==> config.mk <==
export PLATFORM = sky130hd
export DESIGN_NAME = tmr_pair
export DESIGN_NICKNAME = d
export VERILOG_FILES = /design/src/rtl/tmr_pair.sv
export SDC_FILE = /design/constraint.sdc
export NUM_CORES = 1
export LEC_CHECK = 0
export CORE_MARGIN = 2
export CORE_UTILIZATION = 58
export CTS_CLUSTER_SIZE = 30
export DETAILED_ROUTE_END_ITERATION = 10
export GPL_TIMING_DRIVEN = 0
export HOLD_SLACK_MARGIN = 0.03
export PLACE_DENSITY = 0.95
export SETUP_SLACK_MARGIN = 0.3
export SLEW_MARGIN = 0
export SYNTH_ARGS = -nofsm -noshare
export SYNTH_HDL_FRONTEND = slang
export SYNTH_SLANG_ARGS = --single-unit
export TNS_END_PERCENT = 30
==> constraint.sdc <==
create_clock -name clk -period 3.4 [get_ports clk]
set_clock_uncertainty 0.1 [all_clocks]
set_input_delay 0.68 -clock clk [delete_from_list [all_inputs] [get_ports clk]]
set_output_delay 0.68 -clock clk [all_outputs]
set_load 0.03 [all_outputs]
==> src/rtl/tmr_pair.sv <==
`timescale 1ns/1ps
module tmr_pair #(
  parameter int CYC_DIV = 12
) (
  input  logic       clk,
  input  logic       rst_n,
  input  logic       wr_en,
  input  logic [2:0] wr_addr,
  input  logic [7:0] wr_data,
  input  logic [1:0] vec_ack,
  input  logic [1:0] cnt_pin,
  input  logic [1:0] gate_pin,
  output logic [7:0] lo0_q,
  output logic [7:0] hi0_q,
  output logic [7:0] lo1_q,
  output logic [7:0] hi1_q,
  output logic [7:0] mode_q,
  output logic [1:0] run_q,
  output logic [1:0] ovf_flag,
  output logic [1:0] ovf_pulse
);
  localparam int PW = (CYC_DIV > 1) ? $clog2(CYC_DIV) : 1;
  localparam logic [PW-1:0] PMAX = PW'(CYC_DIV - 1);

  logic [PW-1:0]   pre;
  logic            tick;
  logic [1:0][7:0] lo, hi, lo_n, hi_n;
  logic [1:0][1:0] md;
  logic [1:0]      smp, old, fall, en, inc, ov, set;
  logic            split, inc_h, ov_h;
  logic [13:0]     s13;
  logic [16:0]     s16;
  logic [8:0]      s8;

  assign tick  = (pre == PMAX);
  assign md[0] = mode_q[1:0];
  assign md[1] = mode_q[5:4];
  assign fall  = old & ~smp;
  assign split = (md[0] == 2'b11);
  assign inc_h = tick & split & run_q[1];

  always_comb begin
    for (int c = 0; c < 2; c++) begin
      en[c]  = run_q[c] & (~mode_q[4*c+3] | gate_pin[c]);
      inc[c] = tick & en[c] & (mode_q[4*c+2] ? fall[c] : 1'b1);
    end
  end

  always_comb begin
    lo_n = lo;
    hi_n = hi;
    ov   = '0;
    ov_h = 1'b0;
    s13  = '0;
    s16  = '0;
    s8   = '0;
    for (int c = 0; c < 2; c++) begin
      if (inc[c]) begin
        case (md[c])
          2'b00: begin
            s13 = {1'b0, hi[c], lo[c][4:0]} + 14'd1;
            hi_n[c]      = s13[12:5];
            lo_n[c][4:0] = s13[4:0];
            ov[c]        = s13[13];
          end
          2'b01: begin
            s16 = {1'b0, hi[c], lo[c]} + 17'd1;
            {hi_n[c], lo_n[c]} = s16[15:0];
            ov[c] = s16[16];
          end
          2'b10: begin
            if (lo[c] == 8'hFF) begin
              lo_n[c] = hi[c];
              ov[c]   = 1'b1;
            end else begin
              lo_n[c] = lo[c] + 8'd1;
            end
          end
          default: begin
            if (c == 0) begin
              s8 = {1'b0, lo[c]} + 9'd1;
              lo_n[c] = s8[7:0];
              ov[c]   = s8[8];
            end
          end
        endcase
      end
    end
    if (inc_h) {ov_h, hi_n[0]} = {1'b0, hi[0]} + 9'd1;
  end

  assign set[0] = ov[0];
  assign set[1] = split ? ov_h : ov[1];

  always_ff @(posedge clk) begin
    if (!rst_n) begin
      pre       <= '0;
      lo        <= '0;
      hi        <= '0;
      mode_q    <= '0;
      run_q     <= '0;
      ovf_flag  <= '0;
      ovf_pulse <= '0;
      smp       <= '0;
      old       <= '0;
    end else begin
      pre <= tick ? '0 : pre + 1'b1;
      if (tick) begin
        smp <= cnt_pin;
        old <= smp;
      end
      lo <= lo_n;
      hi <= hi_n;
      if (wr_en) begin
        case (wr_addr)
          3'd0: lo[0]  <= wr_data;
          3'd1: hi[0]  <= wr_data;
          3'd2: lo[1]  <= wr_data;
          3'd3: hi[1]  <= wr_data;
          3'd4: mode_q <= wr_data;
          3'd5: run_q  <= wr_data[1:0];
          default: ;
        endcase
      end
      ovf_flag  <= ((wr_en && wr_addr == 3'd6) ? wr_data[1:0] : (ovf_flag & ~vec_ack)) | set;
      ovf_pulse <= set;
    end
  end

  assign lo0_q = lo[0];
  assign hi0_q = hi[0];
  assign lo1_q = lo[1];
  assign hi1_q = hi[1];
endmodule

==> run_results.csv, run 1 <==
group,metric,value,unit
setup_path,reg2reg_depth,6,
floorplanning,num_io_pins,66,
floorplanning,rows,29,
final_layout,drive_gt1_share,5.67,%
grt,grt_start_max_net_pins,17,
setup_path,critPathSlowestCell,"clkbuf_1",
synthesis,synthTopCellsByArea,"dfxtp_1 (29%), mux2i_1 (5.3%), o21ai_0 (5.1%), nand3_1 (4.4%), nor2_1 (4.1%)",
setup_path,worstSetupStartpointType,"input port",
pwr,power,1.44,mW
setup_path,arrival,2.71,ns
grt,grt_pass1_wl,20.5,mm
outcome,status,"finished clean",
clocking,cts-htree-levels,2,
grt,grt_pass1_vias,3980,
synthesis,synth_fp_nets,505,
min_path,min_delay_worst_endpoint,"pre[0]",
synthesis,synthArstFlopShare,0,%
drt,num_vias,4359,
drt,avgViaCountPerCell,6.99,
setup_path,reg2reg_slack,0.87,ns
synthesis,synth_edf_count,0,
timing,rsz0062_at_grt,"no",
floorplanning,start_util,59.6,%
timing,fmax,0.383,GHz
timing,setup_violations,0,
grt,gr-total-overflow,0,
min_path,whs_path_depth,1,
grt,grtUsageTotal,36.0,%
clocking,clock_sinks,54,
setup_path,reg2reg_to,"hi1_q[6]",
place,placed_cell_area,0.00447,mm2
place,globalplace.congestion,0.967,
setup_path,cp_max_fo,10,
floorplanning,design.die.area,0.00711,mm2
drt,first_iter_violations,520,
final_layout,diodes,0,
synthesis,synth-main-ff-cell,"dfxtp_1",
final_layout,syn2layout_area_growth,22.3,%
timing,timing.final.crit_share,76.8,%
drt,drc,0,
clocking,clk_latency,0.32,ns
clocking,cts_setup_buffers,0,
grt,antenna_found_initial,0,
floorplanning,chipWidth,84.3,um
final_layout,nFillCells,497,
pwr,vdd_drop_max,0.000278,V
clocking,clockRootBuffer,"clkbuf_8",
timing,worst_pin_slew,0.702,ns
min_path,hp-class,"flop to flop",
synthesis,yosysUniqueCellTypes,71,
setup_path,cp-end-kind,"flop",
clocking,cts_resized,0,
synthesis,synth_cells,476,
final_layout,final_nets,575,
floorplanning,die-height,84.3,um
setup_path,path_cells,"clkdlybuf4s50_1, nor2b_1, a211o_1, clkbuf_1, o21ai_0, a221oi_1, a21oi_1",
synthesis,synth.top_cell.area_share,28.9,%
flow_run,max_cap_viol_count,0,
min_path,min_from,"pre[0]",
timing,final.min_clock_period,2.61,ns
clocking,ctsHoldBuffers,0,
clocking,clock_tree.buffer_depth,2,
pwr,p_per_area,315,mW/mm2
synthesis,synth.largest_area_cell,"dfxtp_1",
setup_path,slowest_delay,0.41,ns
setup_path,required,3.49,ns
timing,slew_viol_final,0,
floorplanning,core_area,0.00628,mm2
synthesis,syn_area,0.00374,mm2
timing,max_slew_margin,52.9,%
clocking,cts_tree,"built",
clocking,path_clk_slew,0.10,ns
timing,final_hold_viol_count,0,
place,numPortBuffers,63,
final_layout,design_area,0.00458,mm2
synthesis,synth-warning-count,0,
drt,wirelength,13.1,mm
drt,final_antenna_net_count,0,
setup_path,critPathKind,"input port to flop",
timing,finalSetupTns,0,ns
drt,wire_per_inst,21.0,um
final_layout,fin_cells,624,
synthesis,avgSynthCellArea,7.86,um2
place,dpl.hpwl,9.61,mm
place,dp_cells,616,
setup_path,r2r-start,"pre[0]",
synthesis,ys_seq_elements,54,
synthesis,ys_seq_area_share,28.9,%
drt,dr.pass1.iters,5,
pwr,p_leak,1.54,nW
clocking,cts_buffers,5,
-- Yosys cell counts, types with 4 or more instances --
master / count
o21ai_1: 5
o21ai_0: 38
a31oi_1: 18
or2_2: 4
a211oi_1: 6
nor3_1: 13
nor2_1: 41
nor2b_1: 5
o2111ai_1: 4
ha_1: 9
mux2i_1: 20
a21oi_1: 24
clkbuf_1: 22
dfxtp_1: 54
o22ai_1: 6
nand4_1: 4
inv_1: 15
nand2_1: 39
nor4_1: 9
nand3_1: 33
and3_1: 9
nor4b_1: 5
nand2b_1: 6
o211ai_1: 5
or3_1: 7
-- critical path, delay by kind of cell --
family	cells	cell delay, ns
compound gates	4	0.89
buf+inv	2	0.80
simple gates	1	0.32
-- state kept, by name, indices dropped and copies added, names as in the netlist --
register / cells
hi0_q: 8
hi1_q: 8
lo0_q: 8
lo1_q: 8
mode_q: 8
old: 2
ovf_flag: 2
ovf_pulse: 2
pre: 4
run_q: 2
smp: 2
-- cell families (layout without fill, tap and decap cells) --
logic type / count (synthesis) / in the layout / share of synthesized area [%]
flops: 54 / 54 / 28.9
xor+xnor: 3 / 3 / 0.702
fa+ha+maj: 9 / 9 / 3.01
mux: 23 / 23 / 6.25
simple gates: 201 / 201 / 29.1
buf+inv: 40 / 111 / 4.25
compound gates: 146 / 146 / 27.8
-- power breakdown --
| group | switching [mW] | internal (mW) |
|---|---|---|
| registers | 0.0513 | 0.662 |
| logic | 0.171 | 0.115 |
| clock network | 0.225 | 0.217 |
-- routing by layer --
| metal | share of wire [%] | wire [um] | global-route usage (%) | up-vias |
|---|---|---|---|---|
| met5 | 0 | 0 | 0 | - |
| met4 | 2.3 | 299 | 10.3 | 0 |
| met3 | 12 | 1560 | 6.78 | 35 |
| met2 | 45 | 5840 | 56.5 | 323 |
| met1 | 41 | 5380 | 50.8 | 2045 |
| li1 | - | - | - | 1956 |
-- worst max-delay path by stage --
stage	from	to	slack, ns
floorplan	lo1_q[0]	hi1_q[2]	1.22
global placement	gate_pin[1]	hi1_q[0]	0.56
detailed placement	gate_pin[1]	hi1_q[0]	0.46
CTS	gate_pin[1]	hi1_q[0]	0.78
global route	gate_pin[1]	hi1_q[0]	0.61
finish	gate_pin[1]	hi1_q[0]	0.79
-- placed cells by master, fill, tap and decap left out, types with 13 or more instances in the layout --
| cell | instances |
|---|---|
| nor3_1 | 13 |
| nor2_1 | 41 |
| inv_1 | 15 |
| dfxtp_1 | 54 |
| nand2_1 | 39 |
| nand3_1 | 33 |
| a21oi_1 | 24 |
| mux2i_1 | 20 |
| clkbuf_1 | 22 |
| a31oi_1 | 18 |
| o21ai_0 | 38 |
| clkdlybuf4s50_1 | 63 |
-- per-stage QoR --
stage | hold WS (ns) | util [%] | setup WS [ns]
after global placement | 0.329 | 71.2 | 0.559
after CTS | 0.354 | 72.9 | 0.776
after floorplan | 0.317 | - | 1.22
final | 0.357 | 72.9 | 0.788
after detailed placement | 0.342 | 71.2 | 0.463
after global routing | 0.386 | 72.9 | 0.607
-- layout make-up --
cell class              count  area [um2]  area share [%]
repair buffers             63         631            13.8
plain buffers              24        98.8            2.16
inverters                  16        60.1            1.31
clock inverters             3        40.0           0.875
multi-input cells         382        2500            54.7
clock buffers               5        68.8            1.50
flip-flops and latches     54        1080            23.6
well taps                  77        96.3            2.10
Power figures use the tool's default switching activity.
==> inputs of run 2 (changes only) <==
CORE_UTILIZATION = 48   (was 58)
PLACE_DENSITY = 0.85   (was 0.95)
clock period = 2.1 ns   (was 3.4 ns; I/O delays follow)
==> run 2 against run 1 <==
Setup slack got worse by 0.63 ns. Largest power group unchanged. Sequential power rose by 61%. Highest routed layer unchanged. Via count grew 4.8%. Cell count rose by 9.6%. Routed wire length rose by 9.8%. Sequential share of layout area decreased by 2.4 points.
==> run_results.csv, run 2 (synthesis gave the netlist of run 1 again) <==
group,metric,value,unit
outcome,status,"finished clean",
pwr,intPower,1.58,mW
timing,setup_violations,0,
setup_path,cp_max_fo,10,
clocking,clockRootBuffer,"clkbuf_8",
setup_path,critPathSlowestCell,"a2111o_4",
floorplanning,core_area,0.00765,mm2
floorplanning,chipWidth,92.3,um
pwr,seqPwrFrac,49.3,%
clocking,clk_latency,0.32,ns
final_layout,drive_gt1_share,26.3,%
setup_path,critPathKind,"flop to flop",
clocking,path_clk_slew,0.10,ns
pwr,vdd_drop_max,0.000228,V
final_layout,design_area,0.00538,mm2
setup_path,worstSetupEndpoint,"lo0_q[3]",
clocking,clock_tree.buffer_depth,2,
timing,max_slew_margin,56.2,%
timing,timing.final.crit_share,92.6,%
setup_path,r2r-start,"pre[1]",
clocking,clock_sinks,54,
final_layout,most-common-layout-cells,"clkdlybuf4s50_1 (39), nand2_1 (37), nor2_1 (36), buf_4 (30), o21ai_0 (30)",
clocking,cts_buffers,5,
final_layout,final_nets,610,
drt,avgViaCountPerCell,6.68,
floorplanning,start_util,48.9,%
pwr,power_frac_clock,29.4,%
setup_path,cp-startpoint,"pre[1]",
clocking,cts_tree,"built",
drt,met1_length,5.86,mm
place,placed_cell_area,0.00465,mm2
pwr,power_frac_comb,21.2,%
drt,wirelength,14.4,mm
drt,met2WireLength,6.44,mm
setup_path,reg2reg_depth,7,
setup_path,path_cells,"ha_4, nand3b_4, a2111o_4, buf_6, a21oi_1, o22ai_1, o22ai_1",
place,globalplace.congestion,1.01,
flow_run,max_cap_viol_count,0,
setup_path,cp-end-kind,"flop",
drt,final_antenna_net_count,0,
drt,drc,0,
floorplanning,die-height,92.3,um
timing,worst_pin_slew,0.657,ns
grt,grt_pass1_wl,21.8,mm
place,dp_cells,641,
drt,dr.pass1.iters,5,
setup_path,reg2reg_slack,0.16,ns
pwr,p_per_area,435,mW/mm2
setup_path,reg2reg_to,"lo0_q[3]",
final_layout,nFillCells,607,
setup_path,slowest_delay,0.51,ns
timing,final.min_clock_period,1.94,ns
pwr,power_switching_share,32.5,%
grt,grt_pass1_vias,4157,
final_layout,mostFrequentLayoutCell,"clkdlybuf4s50_1",
floorplanning,design.die.area,0.00852,mm2
setup_path,cpMostUsedCell,"o22ai_1",
timing,final_hold_viol_count,0,
pwr,power,2.34,mW
grt,grtUsageTotal,32.4,%
timing,slew_viol_final,0,
grt,gr-total-overflow,0,
grt,grt_start_max_net_pins,17,
floorplanning,num_io_pins,66,
clocking,ctsHoldBuffers,0,
drt,first_iter_violations,515,
drt,highest_layer,"met4",
setup_path,worstSetupStartpointType,"flop",
drt,wire_per_inst,21.0,um
final_layout,syn2layout_area_growth,43.7,%
clocking,cts-htree-levels,2,
timing,fmax,0.514,GHz
final_layout,diodes,0,
floorplanning,rows,32,
timing,rsz0062_at_grt,"yes",
setup_path,arrival,2.09,ns
final_layout,fin_cells,684,
drt,routed-wl-met3,1.53,mm
final_layout,fin_util,70.3,%
min_path,hp-class,"flop to flop",
drt,num_vias,4567,
pwr,p_leak,2.11,nW
place,numPortBuffers,63,
setup_path,required,2.24,ns
grt,antenna_found_initial,0,
pwr,switching_power,0.760,mW
place,dpl.hpwl,9.40,mm
[run 2: changes by cell type in the layout (fill, tap and decap cells not counted), sizes merged]
cell           change
dlymetal6s2s      +15
dlygate4sd2        +6
bufinv             -1
clkdlybuf4s50     -24
clkdlybuf4s15      +3
inv                +1
clkbuf             +2
buf               +35
clkinv             -2
[run 2: power by group through the flow]
stage                     clock (mW)  combinational, mW  sequential (mW)
after global placement             0              0.449             1.17
after global routing           0.738              0.523             1.16
final                          0.689              0.496             1.15
after CTS                      0.695              0.476             1.15
after detailed placement           0              0.459             1.17
after floorplan                    0              0.184             1.23
[run 2: worst min-delay path by stage]
stage,slack [ns],start,endpoint,depth (start not counted)
5_1_grt,0.46,pre[0],pre[0],2
3_3_place_gp,0.33,pre[0],pre[0],1
4_1_cts,0.43,old[0],old[0],2
3_5_place_dp,0.34,pre[0],pre[0],1
2_1_floorplan,0.32,pre[0],pre[0],1
6_report,0.43,old[1],old[1],2
[run 2: what timing repair did]
action | 4_1_cts | 5_1_grt
setup buffers | 25 | 9
cloned | 1 | 0
endpoints found under the hold margin | 0 | 0
pin swaps | 26 | 11
endpoints found under the setup margin | 90 | 89
resized for setup | 66 | 53
[run 2: worst max-delay path: cells and delay by family (launching register included)]
kind | cells | cell delay (ns)
buffers and inverters | 1 | 0.18
AOI/OAI and AO/OA | 4 | 0.95
DFF | 1 | 0.37
and+or+nand+nor | 1 | 0.09
adders and majority gates | 1 | 0.18
[run 2: area by class of cell]
class	instances	area, um2	share of cell area, %
plain buffers	24	156	2.91
well taps	102	128	2.37
multi-input cells	382	2840	52.9
flip-flops and latches	54	1140	21.2
clock inverters	1	6.26	0.116
repair buffers	98	943	17.5
inverters	16	60.1	1.12
clock buffers	7	97.6	1.81
[run 2: layer usage]
layer,global-route usage [%],vias up
met5,0,-
met4,13.2,0
met3,5.21,60
met2,50.4,331
met1,44.8,2143
li1,-,2033
[run 2: stage by stage]
step	setup slack, ns	hold WS (ns)	TNS (ns)
floorplan	0.266	0.317	0
global placement	-0.378	0.329	-8.71
detailed placement	-0.400	0.344	-10.19
CTS	0.0311	0.431	0
global route	0.0858	0.460	0
finish	0.156	0.433	0
==> inputs of run 3 (changes only) <==
SETUP_SLACK_MARGIN = unset   (was 0.3)
==> run 3 against run 2 <==
The flow now finishes with violations (setup timing). Flip-flop and latch count stayed put. Die area stayed put. Sequential share of layout area is 1.8 points higher. Non-clock buffer count is 29 lower. Cell area is 11% lower. Cell count is 4.4% lower. Critical path type is now input port to flop. Critical endpoint is now mode_q[0]. Largest power group unchanged. Highest routed layer unchanged.
==> run_results.csv, run 3 (synthesis gave the netlist of run 1 again) <==
group,metric,value,unit
floorplanning,core_area,0.00765,mm2
clocking,clockRootBuffer,"clkbuf_8",
final_layout,fin_cells,654,
floorplanning,rows,32,
timing,setup_violations,1,
drt,drc,0,
timing,rsz0062_at_grt,"yes",
pwr,p_per_area,466,mW/mm2
drt,final_antenna_net_count,0,
timing,max_slew_margin,51.5,%
grt,grt_pass1_wl,20.4,mm
timing,slew_viol_final,0,
clocking,clock_sinks,54,
pwr,vdd_drop_max,0.000292,V
setup_path,r2r-start,"pre[0]",
timing,final.min_clock_period,2.11,ns
setup_path,reg2reg_depth,6,
grt,grtUsageTotal,30.0,%
setup_path,critPathKind,"input port to flop",
final_layout,syn2layout_area_growth,27.7,%
pwr,p_leak,1.71,nW
place,place_ws,-0.516,ns
drt,first_iter_violations,539,
min_path,whs_path_depth,1,
min_path,hp-class,"flop to flop",
pwr,power,2.23,mW
place,dpl.hpwl,9.40,mm
drt,num_vias,4429,
outcome,violations,"setup timing",
final_layout,final_nets,581,
final_layout,design_area,0.00478,mm2
setup_path,reg2reg_to,"lo0_q[2]",
floorplanning,start_util,48.9,%
setup_path,worstSetupStartpointType,"input port",
final_layout,drive_gt1_share,12.7,%
flow_run,max_cap_viol_count,0,
floorplanning,num_io_pins,66,
timing,timing.final.crit_share,100,%
clocking,path_clk_slew,0.10,ns
min_path,min_delay_worst_endpoint,"pre[0]",
grt,antenna_found_initial,0,
clocking,ctsHoldBuffers,0,
drt,wire_per_inst,20.1,um
clocking,clk_latency,0.31,ns
timing,hold_ws,0.358,ns
final_layout,mostFrequentLayoutCell,"clkdlybuf4s50_1",
floorplanning,die-height,92.3,um
floorplanning,design.die.area,0.00852,mm2
outcome,status,"finished with violations",
clocking,cts-htree-levels,2,
place,numPortBuffers,63,
setup_path,reg2reg_slack,0.02,ns
final_layout,diodes,0,
place,globalplace.congestion,0.970,
final_layout,most-common-layout-cells,"clkdlybuf4s50_1 (55), dfxtp_1 (43), nor2_1 (38), o21ai_0 (38), nand2_1 (37)",
setup_path,arrival,2.19,ns
timing,fmax,0.475,GHz
drt,dr.pass1.iters,5,
final_layout,fin_util,62.5,%
clocking,cts_tree,"built",
timing,final_hold_viol_count,0,
drt,wirelength,13.2,mm
min_path,min_from,"pre[0]",
timing,finalSetupTns,-0.00547,ns
drt,avgViaCountPerCell,6.77,
place,dp_cells,641,
timing,setup_slack,-0.00547,ns
timing,worst_pin_slew,0.723,ns
setup_path,cp_max_fo,8,
grt,grt_start_max_net_pins,17,
floorplanning,chipWidth,92.3,um
grt,gr-total-overflow,0,
setup_path,required,2.19,ns
setup_path,cp-end-kind,"flop",
place,placed_cell_area,0.00450,mm2
clocking,cts_buffers,5,
grt,grt_pass1_vias,3898,
clocking,clock_tree.buffer_depth,2,
run 3: cell count changes in the layout (fill, tap and decap cells not counted), sizes merged:
cell,delta
dlygate4sd2,-5
buf,-28
clkbuf,-3
clkdlybuf4s15,-3
dlymetal6s2s,-8
clkdlybuf4s50,+16
clkinv,+1
run 3: cell type report:
cell class | instances | area (um2)
Sequential cell | 54 | 1100
Tap cell | 102 | 128
Inverter | 16 | 60.1
Multi-Input combinational cell | 382 | 2610
Timing Repair Buffer | 69 | 692
Buffer | 24 | 109
Fill cell | 675 | 2870
Clock buffer | 5 | 68.8
Clock inverter | 2 | 13.8
run 3: critical path, cell delays in order:
cell and delay, ns:
clkdlybuf4s50_1 0.60, nor2b_1 0.36, nand2_1 0.15, nor2_4 0.32, mux2i_1 0.28, nor2_1 0.06
run 3: worst max-delay path by stage:
stage,start,endpoint,slack (ns),depth (start not counted)
floorplan,lo0_q[4],hi0_q[1],-0.06,6
global placement,gate_pin[1],hi1_q[0],-0.53,7
detailed placement,gate_pin[1],hi1_q[0],-0.52,7
CTS,lo0_q[1],lo0_q[1],-0.03,7
global route,lo0_q[0],lo0_q[1],-0.08,7
finish,wr_en,mode_q[0],-0.005,6
run 3: routing by layer:
| layer | part of all wire, % | global-route usage (%) |
|---|---|---|
| met5 | 0 | 0 |
| met4 | 2.1 | 6.72 |
| met2 | 46 | 47.6 |
| met3 | 11 | 4.80 |
| met1 | 41 | 42.9 |
run 3: power breakdown:
part / switching [mW] / internal (mW) / leakage, nW
combinational: 0.276 / 0.189 / 1.22
sequential: 0.0874 / 1.07 / 0.445
clock: 0.370 / 0.232 / 0.0444
run 3: what timing repair did:
action / 4_1_cts / 5_1_grt
pin swaps: 2 / 4
resized for setup: 20 / 33
buffers inserted: 0 / 6
endpoints found under the setup margin: 29 / 35
cloned: 0 / 0
